`config.mk`:
```
export PLATFORM = sky130hd
export DESIGN_NAME = freq_compare
export DESIGN_NICKNAME = d
export VERILOG_FILES = /design/src/rtl/freqcmp_pkg.sv /design/src/rtl/pulse_edge_sync.sv /design/src/rtl/last_src_tracker.sv /design/src/rtl/verdict_latch.sv /design/src/rtl/freq_compare.sv
export SDC_FILE = /design/constraint.sdc
export NUM_CORES = 1
export LEC_CHECK = 0
export ABC_CLOCK_PERIOD_IN_PS = 1240
export BUFFER_PORTS_ARGS = -buffer_cell sky130_fd_sc_hd__buf_2
export CAP_MARGIN = 20
export CORE_AREA = 2 2 39 41
export CTS_CLUSTER_DIAMETER = 80
export DETAILED_ROUTE_END_ITERATION = 7
export DIE_AREA = 0 0 41 43
export GPL_ROUTABILITY_DRIVEN = 1
export MAX_ROUTING_LAYER = met4
export PLACE_DENSITY = 0.44
export RECOVER_POWER = 100
export SYNTH_ARGS = -nofsm -noshare
export SYNTH_HDL_FRONTEND = slang
export SYNTH_SLANG_ARGS = --single-unit
```
`constraint.sdc`:
```
create_clock -name clk -period 1.24 [get_ports clk]
set_clock_uncertainty 0.2 [all_clocks]
set_input_delay 0.186 -clock clk [delete_from_list [all_inputs] [get_ports clk]]
set_output_delay 0.186 -clock clk [all_outputs]
set_load 0.02 [all_outputs]
```
`src/rtl/freqcmp_pkg.sv`:
```
`timescale 1ns/1ps
package freqcmp_pkg;

   // Source of the most recent synchronized rising edge.
   typedef enum logic [1:0] {
      SRC_NONE = 2'd0,
      SRC_A    = 2'd1,
      SRC_B    = 2'd2
   } src_e;

   // Smallest synchronizer chain accepted for an asynchronous input.
   localparam int unsigned MIN_SYNC_STAGES = 2;

   // Number of compared pulse inputs; the structure below is built for a pair.
   localparam int unsigned NUM_TRAINS = 2;

endpackage

```
`src/rtl/pulse_edge_sync.sv`:
```
`timescale 1ns/1ps
module pulse_edge_sync #(
   parameter int unsigned STAGES = 2
) (
   input  logic clk,
   input  logic rst_n,
   input  logic async_in,
   output logic rise
);
   import freqcmp_pkg::*;

   localparam int unsigned TOP = STAGES - 1;

   generate
      if (STAGES < MIN_SYNC_STAGES) begin : g_bad_stages
         $error("pulse_edge_sync: STAGES must be at least %0d", MIN_SYNC_STAGES);
      end
   endgenerate

   logic [STAGES-1:0] chain_q;
   logic              held_q;

   always_ff @(posedge clk or negedge rst_n) begin
      if (!rst_n) begin
         chain_q <= '0;
         held_q  <= 1'b0;
      end else begin
         chain_q <= {chain_q[STAGES-2:0], async_in};
         held_q  <= chain_q[TOP];
      end
   end

   // One-cycle strobe on a low-to-high change of the synchronized level.
   assign rise = chain_q[TOP] & ~held_q;

endmodule

```
`src/rtl/last_src_tracker.sv`:
```
`timescale 1ns/1ps
module last_src_tracker (
   input  logic                   clk,
   input  logic                   rst_n,
   input  logic                   rise_a,
   input  logic                   rise_b,
   output freqcmp_pkg::src_e      last_src,
   output logic                   hit_a,
   output logic                   hit_b
);
   import freqcmp_pkg::*;

   src_e state_q;
   src_e state_d;

   always_comb begin
      unique case ({rise_a, rise_b})
         2'b10:   state_d = SRC_A;
         2'b01:   state_d = SRC_B;
         2'b11:   state_d = SRC_NONE;
         default: state_d = state_q;
      endcase
   end

   always_ff @(posedge clk or negedge rst_n) begin
      if (!rst_n) state_q <= SRC_NONE;
      else        state_q <= state_d;
   end

   // A lone edge that repeats the previous source is a back-to-back pair.
   assign hit_a    = rise_a & ~rise_b & (state_q == SRC_A);
   assign hit_b    = rise_b & ~rise_a & (state_q == SRC_B);
   assign last_src = state_q;

endmodule

```
`src/rtl/verdict_latch.sv`:
```
`timescale 1ns/1ps
module verdict_latch (
   input  logic clk,
   input  logic rst_n,
   input  logic hit_a,
   input  logic hit_b,
   output logic a_flag,
   output logic b_flag
);
   logic a_q;
   logic b_q;

   always_ff @(posedge clk or negedge rst_n) begin
      if (!rst_n) begin
         a_q <= 1'b0;
         b_q <= 1'b0;
      end else if (!a_q && !b_q) begin
         if (hit_a)      a_q <= 1'b1;
         else if (hit_b) b_q <= 1'b1;
      end
   end

   assign a_flag = a_q;
   assign b_flag = b_q;

endmodule

```
`src/rtl/freq_compare.sv`:
```
`timescale 1ns/1ps
module freq_compare #(
   parameter int unsigned SYNC_STAGES = 2
) (
   input  logic clk,
   input  logic rst_n,
   input  logic pulse_a,
   input  logic pulse_b,
   output logic a_faster,
   output logic b_faster
);
   import freqcmp_pkg::*;

   localparam int unsigned IDX_A = 0;
   localparam int unsigned IDX_B = 1;

   logic [NUM_TRAINS-1:0] pin_vec;
   logic [NUM_TRAINS-1:0] rise_vec;
   src_e                  last_src;
   logic                  hit_a;
   logic                  hit_b;

   assign pin_vec[IDX_A] = pulse_a;
   assign pin_vec[IDX_B] = pulse_b;

   generate
      for (genvar gi = 0; gi < NUM_TRAINS; gi++) begin : g_train
         pulse_edge_sync #(.STAGES(SYNC_STAGES)) u_sync (
            .clk      (clk),
            .rst_n    (rst_n),
            .async_in (pin_vec[gi]),
            .rise     (rise_vec[gi])
         );
      end
   endgenerate

   last_src_tracker u_track (
      .clk      (clk),
      .rst_n    (rst_n),
      .rise_a   (rise_vec[IDX_A]),
      .rise_b   (rise_vec[IDX_B]),
      .last_src (last_src),
      .hit_a    (hit_a),
      .hit_b    (hit_b)
   );

   verdict_latch u_verdict (
      .clk    (clk),
      .rst_n  (rst_n),
      .hit_a  (hit_a),
      .hit_b  (hit_b),
      .a_flag (a_faster),
      .b_flag (b_faster)
   );

endmodule

```
* Word-level counts from Yosys, hierarchy flattened
Cells that the tools add are included.
Widths: inputs -> output; s select.
** Cells by class
- Multiplexer cells :: 1
- Equality and inequality tests :: 5
- Reduce and logical (&&, ||, !) cells :: 6
- Bitwise gates (word level) :: 11
** Operator list (number)
- $and 1x1->1 :: 6
- $eq 2x2->1 const B :: 3
- $pmux 2 s3 :: 1
- $not 1->1 :: 5
- $eq 2x1->1 const B :: 2
- $reduce_and 3->1 :: 1
- $reduce_bool 3->1 :: 1
- $logic_not 1->1 :: 2
- $reduce_and 2->1 :: 1
- $logic_and 1x1->1 :: 1
** Word-level totals
- Word-level logic and storage cells :: 30
- Bits in registers :: 10
- Input bits :: 4

* Logic depth before layout (Yosys ltp)
Gate-level depths: netlist of the first run.
- Word-level depth :: 7
- Gate-level depth with buffers :: 2

* Cells and area by module
Synthesis of the first run repeated with hierarchy kept, for this count alone.
** Second synthesis, totals
- Cells, all modules :: 20
- Area, all modules :: 351.6 µm²
** Modules (own cells, without submodules)
- pulse_edge_sync :: area each 88.8 µm², instances 2, cells an instance 4
- last_src_tracker :: area each 95.1 µm², instances 1, cells an instance 6
- verdict_latch :: area each 78.8 µm², instances 1, cells an instance 6

* Worst setup path after synthesis of the first run
OpenSTA, ideal clock, no wires.
- Kind :: register to register
- Start point :: reg u_verdict.b_q (netlist: u_verdict.b_flag)
- End point :: reg u_verdict.a_q (netlist: u_verdict.a_flag)
- Buffers on the path :: 0
- Stages on the path, launching flop included :: 3
- Arrival time :: 0.855 ns
- Setup slack :: 0.064 ns
- Setup time :: 0.120 ns
- Data required time :: 0.920 ns
- Cell sequence :: dfrtp_1 and2b_1 a41o_1
** Between the ends
- Cells in the longest elaborated chain, start to end :: 3
** Ends and longest elaborated chain
- start: declaration :: RTL line verdict_latch.sv:11 : logic b_q;
- start signal: assignment :: RTL line verdict_latch.sv:16 : b_q <= 1'b0;
- start signal: assignment :: RTL line verdict_latch.sv:19 : else if (hit_b) b_q <= 1'b1;
- $logic_not 1->1 :: RTL line verdict_latch.sv:17 : end else if (!a_q && !b_q) begin
- $logic_and 1x1->1 :: RTL line verdict_latch.sv:17
- $reduce_and 2->1 (no source line)
- end signal: assignment :: RTL line verdict_latch.sv:15 : a_q <= 1'b0;
- end signal: assignment :: RTL line verdict_latch.sv:18 : if (hit_a) a_q <= 1'b1;
- end: declaration :: RTL line verdict_latch.sv:10 : logic a_q;
Every way passes these cells.
A chain may end at the register's enable or synchronous reset.

* Worst setup path in the final report of the first run
- Start point :: reg u_verdict.b_q (netlist: u_verdict.b_flag)
- End point :: out b_faster
** RTL lines
- end: declaration :: RTL line freq_compare.sv:10 : output logic b_faster
No word-level cell between the ends.

==> metrics, run 1 <==
status finished clean; Ys Warns 0; synth top area cells dfrtp_1 (76%), and2b_1 (6.8%), a41o_1 (6.1%); maximum vdd ir drop 0.609 mV; total global-route track usage 0.0753; Max-Cap Viols 0; total wire length between 400 and 500 um; Final Hold Fails 0; Die Y 43 um; #FFs+latches synth 10; Layout area overhead 35.4%; DP Cell Count 43; Tcrit/Tclk final 0.964; Slew @ Worst Pin 523 ps; Num CTS Buffers 3; Yosys cell types 7; Post-synth EDFFs 0; Synth top area share 0.760; H-tree depth 1; crit path buf inv count 1; crit-path cells buf_2; PortBufs 5; postcts setup bufs 0; Setup crit end b_faster; CTS tree built; Crit. Startpoint u_verdict.b_flag$_DFFE_PN0P_; WP data required about 850 ps; worst-case clock buffer depth 2; core area between 0.001 and 0.0015 mm2; antenna-violating nets left 0; sequential fraction of the synthesis area 0.760; crit start category register; Final Setup Violations 0; initial antenna violation count 0; layout cells sized above 1 0.235; Cell Rows 14; global route overflow 0; worst-path fanout max 3; Mapped Area around 330 um2; final worst path period need 1200 ps; fin util 0.322; # DRC 0; Pre-antenna DRT Iters 1; setup repair after global routing missed its margin no; largest net degree at the start of global routing 11; io pins 6; starting DRC count in detailed routing 0; CTS root buffer clkbuf_4; average wire per cell in the routed design about 9.5 um; Final Non-Filler Cells 50; Static Leak between 0.2 and 0.25 nW; HP Class reg2reg; CP peak stage delay just under 400 ps; Antenna Cells 0; FF-to-FF setup slack ~140 ps; Setup TNS Final 0 ps; via count just under 200; clk sinks 10; number of fill cells approximately 150; FMAX 836 MHz; Starting Density 0.238; Reg clk slew, reported paths 70 ps; Synth Net Count 26; Vias per Instance slightly below 4; Crit path depth 1; reg-to-reg endpoint u_verdict.b_flag$_DFFE_PN0P_; R2R depth 2; Post-Synthesis Cells 22; leading area contributor after synthesis dfrtp_1; Synth async-reset ratio 1.00; gpl congestion around 0.65; clk_lat worst skew 260 ps; syn_area_per_cell approximately 15 um2; vias in the first global route 190; RR Startpoint u_verdict.a_flag$_DFFE_PN0P_; Top delay family on crit path flip-flops; die area ~0.0018 mm2; crit path max-delay cell type dfrtp_1; max-slew violations 0; # nets final 39; Max-slew headroom 0.651; commonest register cell after synthesis dfrtp_1; WP data arrival between 800 and 900 ps; most numerous cell in the Yosys netlist dfrtp_1; Commonest cells post-synth dfrtp_1 (10), and2b_1 (3); Power Density roughly 1900 mW/mm2; Setup CP Type reg2out; Setup crit end kind output pin; width of the die ~40 um; first-pass GRT wire length roughly 770 um
## cell usage in the layout (no fill, tap or decap)
cell type       n
clkbuf_1        1
buf_2           3
clkbuf_4        3
and2b_1         3
dfrtp_1        10
clkbuf_8        1
buf_6           1
inv_1           2
dlygate4sd3_1   3
nor2b_1         1
a21oi_1         2
a41o_1          2
nand2b_1        2
## power by group
group / internal, mW / switching, mW
Clock: 0.178 / 0.109
Sequential: 0.374 / 0.0301
Combinational: 0.0864 / 0.0766
## registers in the layout, indices dropped and copies added, names as in the netlist
name	flops
u_track.last_src	2
g_train.u_sync.chain_q	4
g_train.u_sync.held_q	2
u_verdict.b_flag	1
u_verdict.a_flag	1
## per-layer routing
metal	global-route usage	share of wire	routed length, um	vias up
met5	-	0	0	-
met4	0.0800	0	0	0
met3	0.0314	0.068	32	0
met2	0.0969	0.47	223	6
met1	0.0780	0.46	219	91
li1	-	-	-	98
## how the worst min path moves through the flow
stage | slack, ps | end | from | cells past startpoint
after floorplan | -310 | g_train[0].u_sync.chain_q[0]$_DFF_PN0_ | rst_n | 0
after global placement | -150 | g_train[1].u_sync.held_q$_DFF_PN0_ | rst_n | 1
after detailed placement | -140 | g_train[1].u_sync.chain_q[0]$_DFF_PN0_ | rst_n | 1
after CTS | 110 | g_train[1].u_sync.chain_q[0]$_DFF_PN0_ | rst_n | 2
after global routing | 160 | g_train[0].u_sync.chain_q[1]$_DFF_PN0_ | g_train[0].u_sync.chain_q[0]$_DFF_PN0_ | 0
final | 150 | g_train[0].u_sync.chain_q[1]$_DFF_PN0_ | g_train[0].u_sync.chain_q[0]$_DFF_PN0_ | 0
## area by class of cell
| cell class | instances | area, um2 | share of cell area |
|---|---|---|---|
| Sequential cell | 10 | 250 | 0.562 |
| Multi-Input combinational cell | 10 | 71.3 | 0.160 |
| Timing Repair Buffer | 8 | 60.1 | 0.135 |
| Clock buffer | 4 | 36.3 | 0.0815 |
| Tap cell | 16 | 20.0 | 0.0449 |
| Inverter | 2 | 7.51 | 0.0169 |
## what timing repair did
| item | 4_1_cts | 5_1_grt |
|---|---|---|
| gates resized for setup | 0 | 2 |
| setup endpoints to repair | 0 | 1 |
| endpoints found under the hold margin | 12 | 0 |
| hold buffers | 3 | 0 |
## cells by family (layout without fill, tap and decap cells)
kind of cell / Yosys count / count (layout) / share of synthesized area
buffers and inverters: 2 / 14 / 0.0228
flip-flops: 10 / 10 / 0.760
AO/OA/AOI/OAI: 4 / 4 / 0.0913
AND/OR/NAND/NOR: 6 / 6 / 0.125
## per-stage QoR
stage	worst slack, ps	cell area, um2	hold WS [ps]	total power [mW]
detailed placement	155	374	-141	0.549
finish	44.2	445	153	0.853
floorplan	64.0	329	-310	0.496
global route	1.09	445	160	0.914
CTS	29.0	440	105	0.849
global placement	162	374	-148	0.546
No activity file was read; power rests on OpenSTA's default activity.
==> inputs of run 2 (changes only) <==
--- a/config.mk
+++ b/config.mk
@@ -5,7 +5,7 @@
 export SDC_FILE = /design/constraint.sdc
 export NUM_CORES = 1
 export LEC_CHECK = 0
-export ABC_CLOCK_PERIOD_IN_PS = 1240
+export ABC_CLOCK_PERIOD_IN_PS = 1400
 export BUFFER_PORTS_ARGS = -buffer_cell sky130_fd_sc_hd__buf_2
 export CAP_MARGIN = 20
 export CORE_AREA = 2 2 39 41
==> constraint.sdc (replaced) <==
create_clock -name clk -period 1.4 [get_ports clk]
set_clock_uncertainty 0.2 [all_clocks]
set_input_delay 0.21 -clock clk [delete_from_list [all_inputs] [get_ports clk]]
set_output_delay 0.21 -clock clk [all_outputs]
set_load 0.02 [all_outputs]
==> metrics, run 2 (synthesis results as in run 1) <==
CTS root buffer clkbuf_4; clk sinks 10; sequential share of power 0.486; clk_lat worst skew 260 ps; Setup crit end kind output pin; core area between 0.001 and 0.0015 mm2; Pre-antenna DRT Iters 1; # DRC 0; dpl ws between 300 and 400 ps; HP Class reg2reg; Max-Cap Viols 0; Vias per Instance between 3 and 4; Tcrit/Tclk final 0.907; maximum vdd ir drop roughly 0.54 mV; setup repair after global routing missed its margin no; Die Y around 43 um; Reg clk slew, reported paths 70 ps; Top delay family on crit path flip-flops; via count 195; WP data required just under 1000 ps; max-slew violations 0; vias in the first global route 190; Final Non-Filler Cells 50; Layout area overhead 32.7%; antenna-violating nets left 0; worst-path fanout max 3; Static Leak between 0.2 and 0.25 nW; global route overflow 0; Cell Rows 14; Largest Register g_train.u_sync.chain_q; Slew @ Worst Pin approximately 520 ps; DP Cell Count 43; WHS ~150 ps; width of the die approximately 41 um; WP data arrival around 860 ps; status finished clean; CTS tree built; crit start category register; Setup CP Type reg2out; CP peak stage delay between 300 and 400 ps; Final Setup Violations 0; PnR worst setup slack about 130 ps; total global-route track usage 0.0753; crit path max-delay cell type dfrtp_1; fin util 0.316; layout cells sized above 1 0.176; max reg flops 4; Antenna Cells 0; internal power ~540 uW; starting DRC count in detailed routing 0; first-pass GRT wire length 772 um; final worst path period need about 1300 ps; FF-to-FF setup slack 310 ps; combinational share of power 0.167; die area ~0.0018 mm2; Setup TNS Final 0 ps; CTS resizes 0; io pins 6; number of fill cells 147; Num CTS Buffers 3; gpl congestion 0.652; multi-input gate area in the final layout 71.3 um2; sw frac 0.258; H-tree depth 1; commonest non-fill, non-tap cells in the layout dfrtp_1 (10), and2b_1 (3), clkbuf_4 (3), dlygate4sd3_1 (3), clkbuf_1 (3); Power Density between 1500 and 2000 mW/mm2; Net Switching 189 uW; initial antenna violation count 0; total wire length 480 um; average wire per cell in the routed design roughly 9.6 um; FF/Latch Area around 250 um2; # nets final 39; Final Hold Fails 0; PortBufs 5; FMAX roughly 790 MHz; commonest non-fill, non-tap cell in the layout dfrtp_1; crit-path cells clkbuf_1; largest net degree at the start of global routing 11; worst-case clock buffer depth 2; clock share of power 0.347; Starting Density 0.238; Max-slew headroom 0.651; crit path buf inv count 1
==> run 2: changes by cell type in the layout (fill, tap and decap cells not counted), sizes merged <==
| cell | change |
|---|---|
| buf | -2 |
| clkbuf | +2 |
==> run 2: metal layers <==
metal  vias up  track usage  wire (um)
met3         0       0.0314         36
met2         6       0.0969        223
met4         0       0.0800          0
met1        91       0.0780        220
met5         -            -          0
li1         98            -          -
==> run 2: power groups by stage <==
stage          Combinational, mW  Sequential [mW]  Clock (mW)
3_3_place_gp               0.124            0.359           0
2_1_floorplan             0.0474            0.391           0
3_5_place_dp               0.126            0.360           0
5_1_grt                    0.130            0.363       0.291
4_1_cts                    0.133            0.355       0.264
6_report                   0.122            0.355       0.254
==> run 2: cell type report <==
class                           instances  area share
Multi-Input combinational cell         10       0.163
Tap cell                               16      0.0458
Timing Repair Buffer                    8       0.117
Inverter                                2      0.0172
Clock buffer                            4      0.0831
Sequential cell                        10       0.573
==> run 2: through the flow <==
stage	area, um2	power, mW
finish	437	0.731
global route	437	0.784
floorplan	329	0.439
CTS	440	0.752
global placement	374	0.483
detailed placement	374	0.487
==> run 2: worst paths after layout <==
| path | from | end | cells after the start |
|---|---|---|---|
| hold reg to reg | g_train[0].u_sync.chain_q[0]$_DFF_PN0_ | g_train[0].u_sync.chain_q[1]$_DFF_PN0_ | 0 |
| setup reg to reg | g_train[1].u_sync.chain_q[1]$_DFF_PN0_ | u_verdict.b_flag$_DFFE_PN0P_ | 2 |
| min in group asynchronous | rst_n | g_train[1].u_sync.chain_q[0]$_DFF_PN0_ | 2 |
| max in group asynchronous | rst_n | g_train[0].u_sync.held_q$_DFF_PN0_ | 2 |
| setup / recovery | u_verdict.b_flag$_DFFE_PN0P_ | b_faster | 1 |
| hold / removal | g_train[0].u_sync.chain_q[0]$_DFF_PN0_ | g_train[0].u_sync.chain_q[1]$_DFF_PN0_ | 0 |
==> run 2: repair_timing <==
action / 4_1_cts / 5_1_grt
hold endpoints to repair: 12 / 0
buffers inserted: 0 / 0
hold buffers: 3 / 0
==> inputs of run 3 (changes only) <==
--- a/config.mk
+++ b/config.mk
@@ -14,7 +14,6 @@
 export DIE_AREA = 0 0 41 43
 export GPL_ROUTABILITY_DRIVEN = 1
 export MAX_ROUTING_LAYER = met4
-export PLACE_DENSITY = 0.44
 export RECOVER_POWER = 100
 export SYNTH_ARGS = -nofsm -noshare
 export SYNTH_HDL_FRONTEND = slang
==> metrics, run 3 (synthesis results as in run 1) <==
layout cells sized above 1 0.206; RR Startpoint g_train[1].u_sync.chain_q[1]$_DFF_PN0_; crit path max-delay cell type dfrtp_1; Num CTS Buffers 3; Final Setup Violations 0; core area about 0.0014 mm2; Pre-antenna DRT Iters 2; worst-case clock buffer depth 2; FF-to-FF setup slack 280 ps; average wire per cell in the routed design approximately 10 um; total global-route track usage 0.0806; reg-to-reg endpoint u_verdict.b_flag$_DFFE_PN0P_; Post-DP HPWL around 380 um; Final Hold Fails 0; Setup TNS Final 0 ps; Die Y 43 um; Vias per Instance approximately 4.2; total wire length 498 um; WHS between 100 and 150 ps; maximum vdd ir drop ~0.70 mV; Largest Register g_train.u_sync.chain_q; CTS tree built; clk sinks 10; initial antenna violation count 0; Slew @ Worst Pin 506 ps; H-tree depth 1; max reg flops 4; global route overflow 0; Starting Density 0.238; HP Class reg2reg; # nets final 39; PortBufs 5; Layout area overhead 33.1%; commonest non-fill, non-tap cell in the layout dfrtp_1; clk_lat worst skew about 260 ps; CTS root buffer clkbuf_4; via count 210; postcts setup bufs 0; Reg clk slew, reported paths approximately 60 ps; commonest non-fill, non-tap cells in the layout dfrtp_1 (10), and2b_1 (3), clkbuf_4 (3), dlygate4sd3_1 (3), buf_2 (3); Antenna Cells 0; Tcrit/Tclk final 0.924; starting DRC count in detailed routing 5; largest net degree at the start of global routing 11; Max-Cap Viols 0; Hold Startpoint g_train[1].u_sync.chain_q[0]$_DFF_PN0_; Setup crit end kind output pin; Power Density between 1500 and 2000 mW/mm2; crit path buf inv count 1; Top delay family on crit path flip-flops; worst-path fanout max 3; Setup CP Type reg2out; status finished clean; WP data arrival 880 ps; CTS resizes 0; gpl congestion 0.587; FMAX between 700 and 800 MHz; Hold EP g_train[1].u_sync.chain_q[1]$_DFF_PN0_; final worst path period need around 1300 ps; antenna-violating nets left 0; WP data required 990 ps; Static Leak ~0.21 nW; io pins 6; Cell Rows 14; first-pass GRT wire length between 800 and 900 um; width of the die between 40 and 50 um; R2R depth 2; CP peak stage delay 380 ps; vias in the first global route between 200 and 250; max-slew violations 0; setup repair after global routing missed its margin no; crit-path cells clkbuf_1; worst hold path depth 0; Max-slew headroom 0.663; # DRC 0; die area between 0.0015 and 0.002 mm2; crit start category register
[run 3: worst register-to-register path, cell delays in order (launching register included)]
cell     delay, ps
dfrtp_1        400
and2b_1        180
a41o_1         220
[run 3: how the worst max path moves through the flow]
stage | startpoint | depth (start not counted) | slack, ps | endpoint
after floorplan | u_verdict.b_flag$_DFFE_PN0P_ | 2 | 220 | u_verdict.a_flag$_DFFE_PN0P_
after global placement | g_train[1].u_sync.chain_q[1]$_DFF_PN0_ | 2 | 330 | u_verdict.b_flag$_DFFE_PN0P_
after detailed placement | g_train[1].u_sync.chain_q[1]$_DFF_PN0_ | 2 | 290 | u_verdict.b_flag$_DFFE_PN0P_
after CTS | u_verdict.b_flag$_DFFE_PN0P_ | 1 | 160 | b_faster
after global routing | u_verdict.a_flag$_DFFE_PN0P_ | 1 | 80 | a_faster
final | u_verdict.a_flag$_DFFE_PN0P_ | 1 | 110 | a_faster
[run 3: per-layer routing]
| layer | vias to the layer above | share of wire | wire length (um) | track usage |
|---|---|---|---|---|
| li1 | 95 | - | - | - |
| met1 | 106 | 0.36 | 181 | 0.0680 |
| met2 | 9 | 0.50 | 251 | 0.113 |
| met3 | 0 | 0.13 | 65 | 0.0785 |
| met4 | 0 | 0 | 0 | 0.0400 |
| met5 | - | 0 | 0 | - |
[run 3: stage by stage]
stage          instance area [um2]  setup slack (ps)  instances   util  total power [mW]
2_1_floorplan                  329               224         22      -             0.439
3_3_place_gp                   374               334         43  0.270             0.478
3_5_place_dp                   374               291         43  0.270             0.489
4_1_cts                        440               157         50  0.318             0.753
5_1_grt                        438              75.1         50  0.316             0.784
6_report                       438               107         50  0.316             0.738
[run 3: area by class of cell]
type | count | area [um2]
Fill cell | 135 | 946
Sequential cell | 10 | 250
Multi-Input combinational cell | 10 | 71.3
Timing Repair Buffer | 8 | 52.6
Clock buffer | 4 | 36.3
Tap cell | 16 | 20.0
Inverter | 2 | 7.51
[run 3: where the power goes]
part	total, mW	internal (mW)	leakage, nW	switching [mW]
Combinational	0.126	0.0574	0.0735	0.0688
Sequential	0.359	0.331	0.116	0.0282
Clock	0.252	0.158	0.0210	0.0946
[run 3: repair_timing]
| item | 4_1_cts | 5_1_grt |
|---|---|---|
| hold endpoints to repair | 12 | 0 |
| setup endpoints to repair | 0 | 0 |
| hold buffers | 3 | 0 |
